## src/rtl/bank_seq_pkg.sv

```systemverilog
package bank_seq_pkg;
  localparam int ROW_W   = 14;
  localparam int BANK_W  = 3;
  localparam int COL_W   = 11;
  localparam int BYTE_W  = 3;
  localparam int BEAT_W  = 3;
  localparam int ADDR_W  = ROW_W + BANK_W + COL_W + BYTE_W;
  localparam int NBANK   = 1 << BANK_W;
  localparam int NBEAT   = 1 << BEAT_W;
  localparam int COLHI_W = COL_W - BEAT_W;

  typedef enum logic [2:0] {
    OP_NOP = 3'd0, OP_ACT = 3'd1, OP_PRE = 3'd2, OP_RD = 3'd3, OP_WR = 3'd4
  } cmd_op_e;

  typedef enum logic [1:0] {
    CLS_HIT = 2'd0, CLS_MISS = 2'd1, CLS_CONFLICT = 2'd2
  } req_cls_e;

  typedef struct packed {
    logic capture;
    logic doAct;
    logic doPre;
    logic doCol;
    logic loadRp;
    logic loadRcd;
    logic cntDec;
  } seq_strobe_t;
endpackage

```

## src/rtl/bank_seq_dp.sv

```systemverilog
module bank_seq_dp
  import bank_seq_pkg::*;
#(
  parameter int CNT_W  = 4,
  parameter int DATA_W = 64
) (
  input  logic                clk,
  input  logic                rstN,
  input  seq_strobe_t         strb,
  input  logic                cfgBlockIlv,
  input  logic                cfgHashEn,
  input  logic [CNT_W-1:0]    cfgTrp,
  input  logic [CNT_W-1:0]    cfgTrcd,
  input  logic [ADDR_W-1:0]   reqAddr,
  input  logic                reqWrite,
  input  logic [DATA_W-1:0]   wrData,
  input  logic [DATA_W-1:0]   devRdData,
  output logic                rowHit,
  output logic                bankOpen,
  output logic                cntZero,
  output logic                beatLast,
  output logic                isWrite,
  output logic [BANK_W-1:0]   cmdBank,
  output logic [ROW_W-1:0]    cmdRow,
  output logic [COL_W-1:0]    cmdCol,
  output logic [BEAT_W-1:0]   beatIdx,
  output logic [DATA_W-1:0]   devWrData,
  output logic [DATA_W-1:0]   rdData
);
  localparam int BANK_LO_ROW = BYTE_W + COL_W;
  localparam int BANK_LO_BLK = BYTE_W + BEAT_W;
  localparam int COLHI_LO_ROW = BYTE_W + BEAT_W;
  localparam int COLHI_LO_BLK = BYTE_W + BEAT_W + BANK_W;

  logic [ROW_W-1:0]   decRow;
  logic [BANK_W-1:0]  decBank;
  logic [COLHI_W-1:0] decColHi;

  always_comb begin
    decRow = reqAddr[ADDR_W-1 -: ROW_W];
    if (cfgBlockIlv) begin
      decBank  = reqAddr[BANK_LO_BLK +: BANK_W];
      decColHi = reqAddr[COLHI_LO_BLK +: COLHI_W];
    end else begin
      decBank  = reqAddr[BANK_LO_ROW +: BANK_W];
      decColHi = reqAddr[COLHI_LO_ROW +: COLHI_W];
    end
    if (cfgHashEn) decBank = decBank ^ decRow[BANK_W-1:0];
  end

  logic [ROW_W-1:0]   latRow;
  logic [BANK_W-1:0]  latBank;
  logic [COLHI_W-1:0] latColHi;
  logic               latWrite;
  logic [BEAT_W-1:0]  beatQ;
  logic [CNT_W-1:0]   gapCnt;
  logic [NBANK-1:0]   openVld;
  logic [ROW_W-1:0]   openRow [NBANK];

  always_ff @(posedge clk) begin
    if (!rstN) begin
      latRow <= '0; latBank <= '0; latColHi <= '0; latWrite <= 1'b0;
      beatQ <= '0;
    end else if (strb.capture) begin
      latRow <= decRow; latBank <= decBank; latColHi <= decColHi;
      latWrite <= reqWrite; beatQ <= '0;
    end else if (strb.doCol) begin
      beatQ <= beatQ + BEAT_W'(1);
    end
  end

  always_ff @(posedge clk) begin
    if (!rstN) gapCnt <= '0;
    else if (strb.loadRp) gapCnt <= (cfgTrp == '0) ? '0 : cfgTrp - CNT_W'(1);
    else if (strb.loadRcd) gapCnt <= (cfgTrcd == '0) ? '0 : cfgTrcd - CNT_W'(1);
    else if (strb.cntDec && gapCnt != '0) gapCnt <= gapCnt - CNT_W'(1);
  end

  always_ff @(posedge clk) begin
    if (!rstN) begin
      openVld <= '0;
      for (int b = 0; b < NBANK; b++) openRow[b] <= '0;
    end else begin
      for (int b = 0; b < NBANK; b++) begin
        if (latBank == BANK_W'(b)) begin
          if (strb.doAct) begin
            openVld[b] <= 1'b1;
            openRow[b] <= latRow;
          end else if (strb.doPre) begin
            openVld[b] <= 1'b0;
          end
        end
      end
    end
  end

  assign bankOpen  = openVld[latBank];
  assign rowHit    = openVld[latBank] && (openRow[latBank] == latRow);
  assign cntZero   = (gapCnt == '0);
  assign beatLast  = (beatQ == BEAT_W'(NBEAT - 1));
  assign isWrite   = latWrite;
  assign cmdBank   = latBank;
  assign cmdRow    = latRow;
  assign cmdCol    = {latColHi, beatQ};
  assign beatIdx   = beatQ;
  assign devWrData = (strb.doCol && latWrite)  ? wrData    : '0;
  assign rdData    = (strb.doCol && !latWrite) ? devRdData : '0;
endmodule

```

## src/rtl/bank_seq_ctrl.sv

```systemverilog
module bank_seq_ctrl
  import bank_seq_pkg::*;
(
  input  logic        clk,
  input  logic        rstN,
  input  logic        reqValid,
  input  logic        rowHit,
  input  logic        bankOpen,
  input  logic        cntZero,
  input  logic        beatLast,
  input  logic        isWrite,
  output seq_strobe_t strb,
  output logic        reqReady,
  output cmd_op_e     cmdOp,
  output logic        doneValid,
  output req_cls_e    doneClass
);
  typedef enum logic [2:0] {ST_IDLE, ST_LOOK, ST_PREW, ST_ACTW, ST_COL} seq_state_e;

  seq_state_e stateQ, stateD;
  req_cls_e   clsQ, clsD;
  cmd_op_e    colOp;

  assign colOp = isWrite ? OP_WR : OP_RD;

  always_comb begin
    strb   = '0;
    cmdOp  = OP_NOP;
    stateD = stateQ;
    clsD   = clsQ;
    case (stateQ)
      ST_IDLE: if (reqValid) begin
        strb.capture = 1'b1;
        stateD = ST_LOOK;
      end
      ST_LOOK: begin
        if (rowHit) begin
          strb.doCol = 1'b1; cmdOp = colOp; clsD = CLS_HIT; stateD = ST_COL;
        end else if (bankOpen) begin
          strb.doPre = 1'b1; strb.loadRp = 1'b1; cmdOp = OP_PRE;
          clsD = CLS_CONFLICT; stateD = ST_PREW;
        end else begin
          strb.doAct = 1'b1; strb.loadRcd = 1'b1; cmdOp = OP_ACT;
          clsD = CLS_MISS; stateD = ST_ACTW;
        end
      end
      ST_PREW: if (cntZero) begin
        strb.doAct = 1'b1; strb.loadRcd = 1'b1; cmdOp = OP_ACT; stateD = ST_ACTW;
      end else strb.cntDec = 1'b1;
      ST_ACTW: if (cntZero) begin
        strb.doCol = 1'b1; cmdOp = colOp; stateD = ST_COL;
      end else strb.cntDec = 1'b1;
      ST_COL: begin
        strb.doCol = 1'b1; cmdOp = colOp;
        if (beatLast) stateD = ST_IDLE;
      end
      default: stateD = ST_IDLE;
    endcase
  end

  always_ff @(posedge clk) begin
    if (!rstN) begin
      stateQ <= ST_IDLE;
      clsQ   <= CLS_HIT;
    end else begin
      stateQ <= stateD;
      clsQ   <= clsD;
    end
  end

  assign reqReady  = (stateQ == ST_IDLE);
  assign doneValid = (stateQ == ST_COL) && beatLast;
  assign doneClass = clsQ;
endmodule

```

## src/rtl/bank_cmd_seq.sv

```systemverilog
module bank_cmd_seq
  import bank_seq_pkg::*;
#(
  parameter int CNT_W  = 4,
  parameter int DATA_W = 64
) (
  input  logic                clk,
  input  logic                rstN,
  input  logic                cfgBlockIlv,
  input  logic                cfgHashEn,
  input  logic [CNT_W-1:0]    cfgTrp,
  input  logic [CNT_W-1:0]    cfgTrcd,
  input  logic                reqValid,
  output logic                reqReady,
  input  logic                reqWrite,
  input  logic [ADDR_W-1:0]   reqAddr,
  output logic [2:0]          cmdOp,
  output logic [BANK_W-1:0]   cmdBank,
  output logic [ROW_W-1:0]    cmdRow,
  output logic [COL_W-1:0]    cmdCol,
  output logic                beatValid,
  output logic [BEAT_W-1:0]   beatIdx,
  input  logic [DATA_W-1:0]   wrData,
  output logic [DATA_W-1:0]   devWrData,
  input  logic [DATA_W-1:0]   devRdData,
  output logic [DATA_W-1:0]   rdData,
  output logic                doneValid,
  output logic [1:0]          doneClass
);
  seq_strobe_t strb;
  cmd_op_e     opE;
  req_cls_e    clsE;
  logic rowHit, bankOpen, cntZero, beatLast, isWrite;

  bank_seq_ctrl u_ctrl (
    .clk(clk), .rstN(rstN), .reqValid(reqValid), .rowHit(rowHit),
    .bankOpen(bankOpen), .cntZero(cntZero), .beatLast(beatLast),
    .isWrite(isWrite), .strb(strb), .reqReady(reqReady), .cmdOp(opE),
    .doneValid(doneValid), .doneClass(clsE)
  );

  bank_seq_dp #(.CNT_W(CNT_W), .DATA_W(DATA_W)) u_dp (
    .clk(clk), .rstN(rstN), .strb(strb), .cfgBlockIlv(cfgBlockIlv),
    .cfgHashEn(cfgHashEn), .cfgTrp(cfgTrp), .cfgTrcd(cfgTrcd),
    .reqAddr(reqAddr), .reqWrite(reqWrite), .wrData(wrData),
    .devRdData(devRdData), .rowHit(rowHit), .bankOpen(bankOpen),
    .cntZero(cntZero), .beatLast(beatLast), .isWrite(isWrite),
    .cmdBank(cmdBank), .cmdRow(cmdRow), .cmdCol(cmdCol), .beatIdx(beatIdx),
    .devWrData(devWrData), .rdData(rdData)
  );

  assign cmdOp     = opE;
  assign doneClass = clsE;
  assign beatValid = strb.doCol;
endmodule

```

## config.mk

```make
export PLATFORM = sky130hd
export DESIGN_NAME = bank_cmd_seq
export DESIGN_NICKNAME = d
export VERILOG_FILES = /design/src/rtl/bank_seq_pkg.sv /design/src/rtl/bank_seq_dp.sv /design/src/rtl/bank_seq_ctrl.sv /design/src/rtl/bank_cmd_seq.sv
export SDC_FILE = /design/constraint.sdc
export NUM_CORES = 1
export LEC_CHECK = 0
export BUFFER_PORTS_ARGS = -buffer_cell sky130_fd_sc_hd__buf_2
export CAP_MARGIN = 10
export CORE_AREA = 2 2 131 133
export CTS_BUF_LIST = sky130_fd_sc_hd__clkbuf_8
export DETAILED_ROUTE_END_ITERATION = 12
export DIE_AREA = 0 0 133 135
export PLACE_DENSITY = 0.87
export SYNTH_ARGS = -nofsm -noshare
export SYNTH_HDL_FRONTEND = slang
export SYNTH_HIERARCHICAL = 1
export SYNTH_SLANG_ARGS = --single-unit
```

## constraint.sdc

```tcl
create_clock -name clk -period 7.2 [get_ports clk]
set_clock_uncertainty 0.05 [all_clocks]
set_input_delay 1.44 -clock clk [delete_from_list [all_inputs] [get_ports clk]]
set_output_delay 1.44 -clock clk [all_outputs]
set_load 0.005 [all_outputs]
```

==> implementation parameters <==
Parameter                              Value

Clocking
  TritonCTS Buffers ... 17
  # clock sinks ... 161
  Root buffer cell ... sky130_fd_sc_hd__clkbuf_8
  Maximum root-to-sink buffer count ... 2
  Setup Fix Bufs, Post-CTS ... 0
  Hold Buf Count CTS ... 0
  H-Tree Level Count ... 4
  Post-CTS clock slew at the launch and capture registers of the worst setup and hold paths ... 0.09 ns
  TritonCTS clock tree ... built
  Worst-skew pair later-pin latency ... 0.48 ns
  Resized cells post-CTS ... 0

Global route
  Global routing met1 resource utilization ... 47.5%
  Met3 track demand over resource ... 25.5%
  Met2 demand-to-capacity share in global routing ... 58.1%
  Global-route layer with the greatest usage ... met2
  Final global-route overflow total ... 0
  Number of global-route vias before repair ... 6903
  Global-route wire length before repair ... 48800 um
  All-layer global routing usage ... 40.0%
  Maximum number of pins on one net before global-route repair ... 70
  Number of antenna violations at the first check in global routing ... 8

Routing
  Overall routed net length ... 36500 um
  Vias per cell ... 6.00
  Pre-antenna DRT Iters ... 7
  Detail Route Antenna Nets ... 0
  Number of design-rule violations left by the first detailed-router iteration ... 1311
  Post-detailed-route DRC marker count ... 0
  WL/cell ... 28.2 um
  Routed vias ... 7758

Layout
  Number of nets in the final layout ... 1234
  Share of layout cells above drive strength 1 ... 37.8%
  Fill cell count ... 1305
  Area grow syn2layout ... 25.8%
  Sequential cell area ... 4340 um^2
  Area of the multi-input gates ... 3620 um^2
  Fin cells ... 1293

Setup path
  Required @ worst endpoint ... 5.71 ns
  CP startpoint kind ... register
  Arr. time, crit path ... 4.80 ns
  Setup CP Type ... register to output pin
  Worst reg-to-reg setup slack ... 1.69 ns
  Setup crit end kind ... output pin
  Slowest cell delay on critical path ... 0.64 ns
  Cell with the most instances on the worst path ... sky130_fd_sc_hd__buf_4
  Worst-path cell with the longest stage delay ... sky130_fd_sc_hd__mux4_1
  Max FO, Critical Path ... 40
  Critical Path, Cell by Cell ... buf_4, mux4_1, mux2i_1, xor2_1, nand4_1, nor4_2, buf_4, nor4bb_2, a211oi_2, inv_2, nor2b_4, buf_4, and2_1, buf_2

Yosys
  Synth warn ... 6
  Most frequently used flop master after synthesis ... sky130_fd_sc_hd__edfxtp_1
  Gate count after technology mapping ... 751
  Cell area after synthesis ... 8330 um^2
  Post-Synthesis Mean Instance Area ... 11.1 um^2
  Sequential cell area fraction in the yosys report ... 52.1%
  Post-synth EDFFs ... 112
  Seq cells post-synth ... 161
  Number of distinct library cells after synthesis ... 53
  Net count after synthesis ... 927
  Share of flip-flops with an asynchronous set or reset after synthesis ... 0%

STA
  Tightest slew margin relative to the limit ... 23.0%
  Achievable Freq ... 159 MHz
  Hold Violations, Final ... 0
  Total of endpoints with negative setup slack in the final report ... 0
  Max Transition Viols Final ... 0
  Minimum clock period ... 6.29 ns
  RSZ-0062 raised after global routing ... no
  Slew at the pin closest to its max-slew limit ... 1.15 ns
  Final cycle utilization of the critical path ... 87.3%
  Total negative slack ... 0 ns

Hold path
  Class of the tightest hold or removal check ... register to register

Floorplan
  Number of rows created at floorplan ... 47
  Core footprint ... 16400 um^2
  Total Die Area ... 18000 um^2
  Chip height ... 135 um
  Chip width ... 133 um
  Initial Util ... 50.8%
  Top-level port count ... 340

Outcome
  Status ... finished clean

Run
  Count of max-cap constraint violations ... 0

Place
  HPWL after DPL ... 28500 um
  Number of cells in the design after placement ... 1259
  Port Buffer Count ... 333
  Weighted congestion at the end of routability-driven global placement ... 1.02

Power
  Leak pwr ... 5.07 nW
  Cell Pwr Density ... 263 nW/um^2
  Peak ir drop on the vdd network ... 166 uV
==> kinds of logic after synthesis <==
family,Yosys count,share of synthesized area (%)
buf+inv,78,4.57
xor+xnor,22,2.31
flops,161,52.1
fa+ha+maj,3,0.451
simple gates,342,21.8
compound gates,64,5.45
mux,81,13.3
==> per-stage QoR <==
stage	instance area (um^2)	setup WS [ns]	util (%)	total power, mW	hold WS [ns]
CTS	10500	1.05	63.8	2.72	0.427
floorplan	8330	2.62	-	1.76	0.402
global placement	10100	1.72	61.4	2.05	0.406
finish	10500	0.912	63.9	2.76	0.429
global route	10500	0.725	63.8	2.84	0.454
detailed placement	10100	1.61	61.4	2.08	0.412
==> cell type report <==
cell class / count / share of cell area, %
diodes: 2 / 0.0478
clock buffers: 17 / 2.23
clock inverters: 15 / 1.56
inverters: 20 / 0.717
multi-input cells: 512 / 34.5
flip-flops and latches: 161 / 41.5
well taps: 220 / 2.63
repair buffers: 346 / 16.8
==> cells in the final DEF, fill, tap and decap left out, types with 7 or more instances in the layout <==
master                     instances
sky130_fd_sc_hd__nor2b_1          25
sky130_fd_sc_hd__and3_1           64
sky130_fd_sc_hd__o21ai_0          19
sky130_fd_sc_hd__nand2b_1          9
sky130_fd_sc_hd__nor2_1          100
sky130_fd_sc_hd__inv_1            19
sky130_fd_sc_hd__mux2_2            8
sky130_fd_sc_hd__clkbuf_8         17
sky130_fd_sc_hd__mux4_2           11
sky130_fd_sc_hd__o211a_1           9
sky130_fd_sc_hd__mux4_1            9
sky130_fd_sc_hd__inv_6             8
sky130_fd_sc_hd__a21boi_0          7
sky130_fd_sc_hd__xor2_1           14
sky130_fd_sc_hd__dfxtp_1          49
sky130_fd_sc_hd__edfxtp_1        112
sky130_fd_sc_hd__and2_1           66
sky130_fd_sc_hd__buf_2           333
sky130_fd_sc_hd__nand3b_1          7
sky130_fd_sc_hd__mux2i_1          53
sky130_fd_sc_hd__buf_4            13
sky130_fd_sc_hd__xnor2_1           8
sky130_fd_sc_hd__nand2_1          45
==> routing by layer <==
| layer | up-vias | wire length (um) |
|---|---|---|
| met2 | 789 | 15300 |
| met5 | - | 0 |
| li1 | 3283 | - |
| met1 | 3587 | 12000 |
| met3 | 99 | 7500 |
| met4 | 0 | 1710 |
==> critical path: cells and delay by family (launching register included) <==
kind                      cells  cell delay (ns)
xor gates and xnor gates      1             0.30
AOI/OAI and AO/OA             1             0.12
buffers and inverters         5             1.22
DFF                           1             0.34
and+or+nand+nor               5             1.45
muxes                         2             0.85
==> where the power goes <==
| group | internal, mW | leakage [nW] | switching [mW] |
|---|---|---|---|
| registers | 1.11 | 1.56 | 0.102 |
| logic | 0.360 | 3.31 | 0.524 |
| clock network | 0.290 | 0.200 | 0.371 |
| total | 1.76 | 5.07 | 0.997 |
==> state kept, by name, indices dropped and copies added, names as in the netlist, named ones only <==
name,cells
u_ctrl/doneClass,2
u_ctrl/stateQ,3
u_dp/beatIdx,3
u_dp/cmdBank,3
u_dp/cmdRow,14
u_dp/gapCnt,4
u_dp/isWrite,1
u_dp/latColHi,8
u_dp/openRow,112
u_dp/openVld,8
==> path summary, 6_finish.rpt <==
kind | from | end | cells after the start
worst max-delay path | register | rdData[48] | 14
worst min-delay path | u_ctrl/doneClass[1]$_SDFFE_PN0P_ | u_ctrl/doneClass[1]$_SDFFE_PN0P_ | 2
worst max register to register | register | u_dp/openRow[0][1]$_SDFFCE_PN0P_ | 13
worst min register to register | u_ctrl/doneClass[1]$_SDFFE_PN0P_ | u_ctrl/doneClass[1]$_SDFFE_PN0P_ | 2
==> synthesized netlist by cell type, drive strengths merged (2+ instances only) <==
cell / number / area (um^2)
a211oi: 4 / 35.0
a21boi: 8 / 60.1
a21oi: 5 / 25.0
a221oi: 5 / 43.8
and2: 67 / 419
and3: 64 / 400
and4b: 2 / 20.0
buf: 17 / 148
clkbuf: 41 / 158
dfxtp: 49 / 981
edfxtp: 112 / 3360
ha: 3 / 37.5
inv: 20 / 75.1
mux2: 8 / 90.1
mux2i: 53 / 531
mux4: 20 / 484
nand2: 45 / 169
nand2b: 9 / 56.3
nand3: 5 / 25.0
nand3b: 7 / 52.6
nand4: 5 / 31.3
nor2: 100 / 375
nor2b: 26 / 163
nor3: 4 / 20.0
nor3b: 3 / 27.5
o211a: 9 / 90.1
o21ai: 19 / 95.1
o22ai: 4 / 25.0
o31ai: 3 / 22.5
xnor2: 8 / 70.1
xor2: 14 / 123
Note: power is estimated with default switching activity, not from simulation.
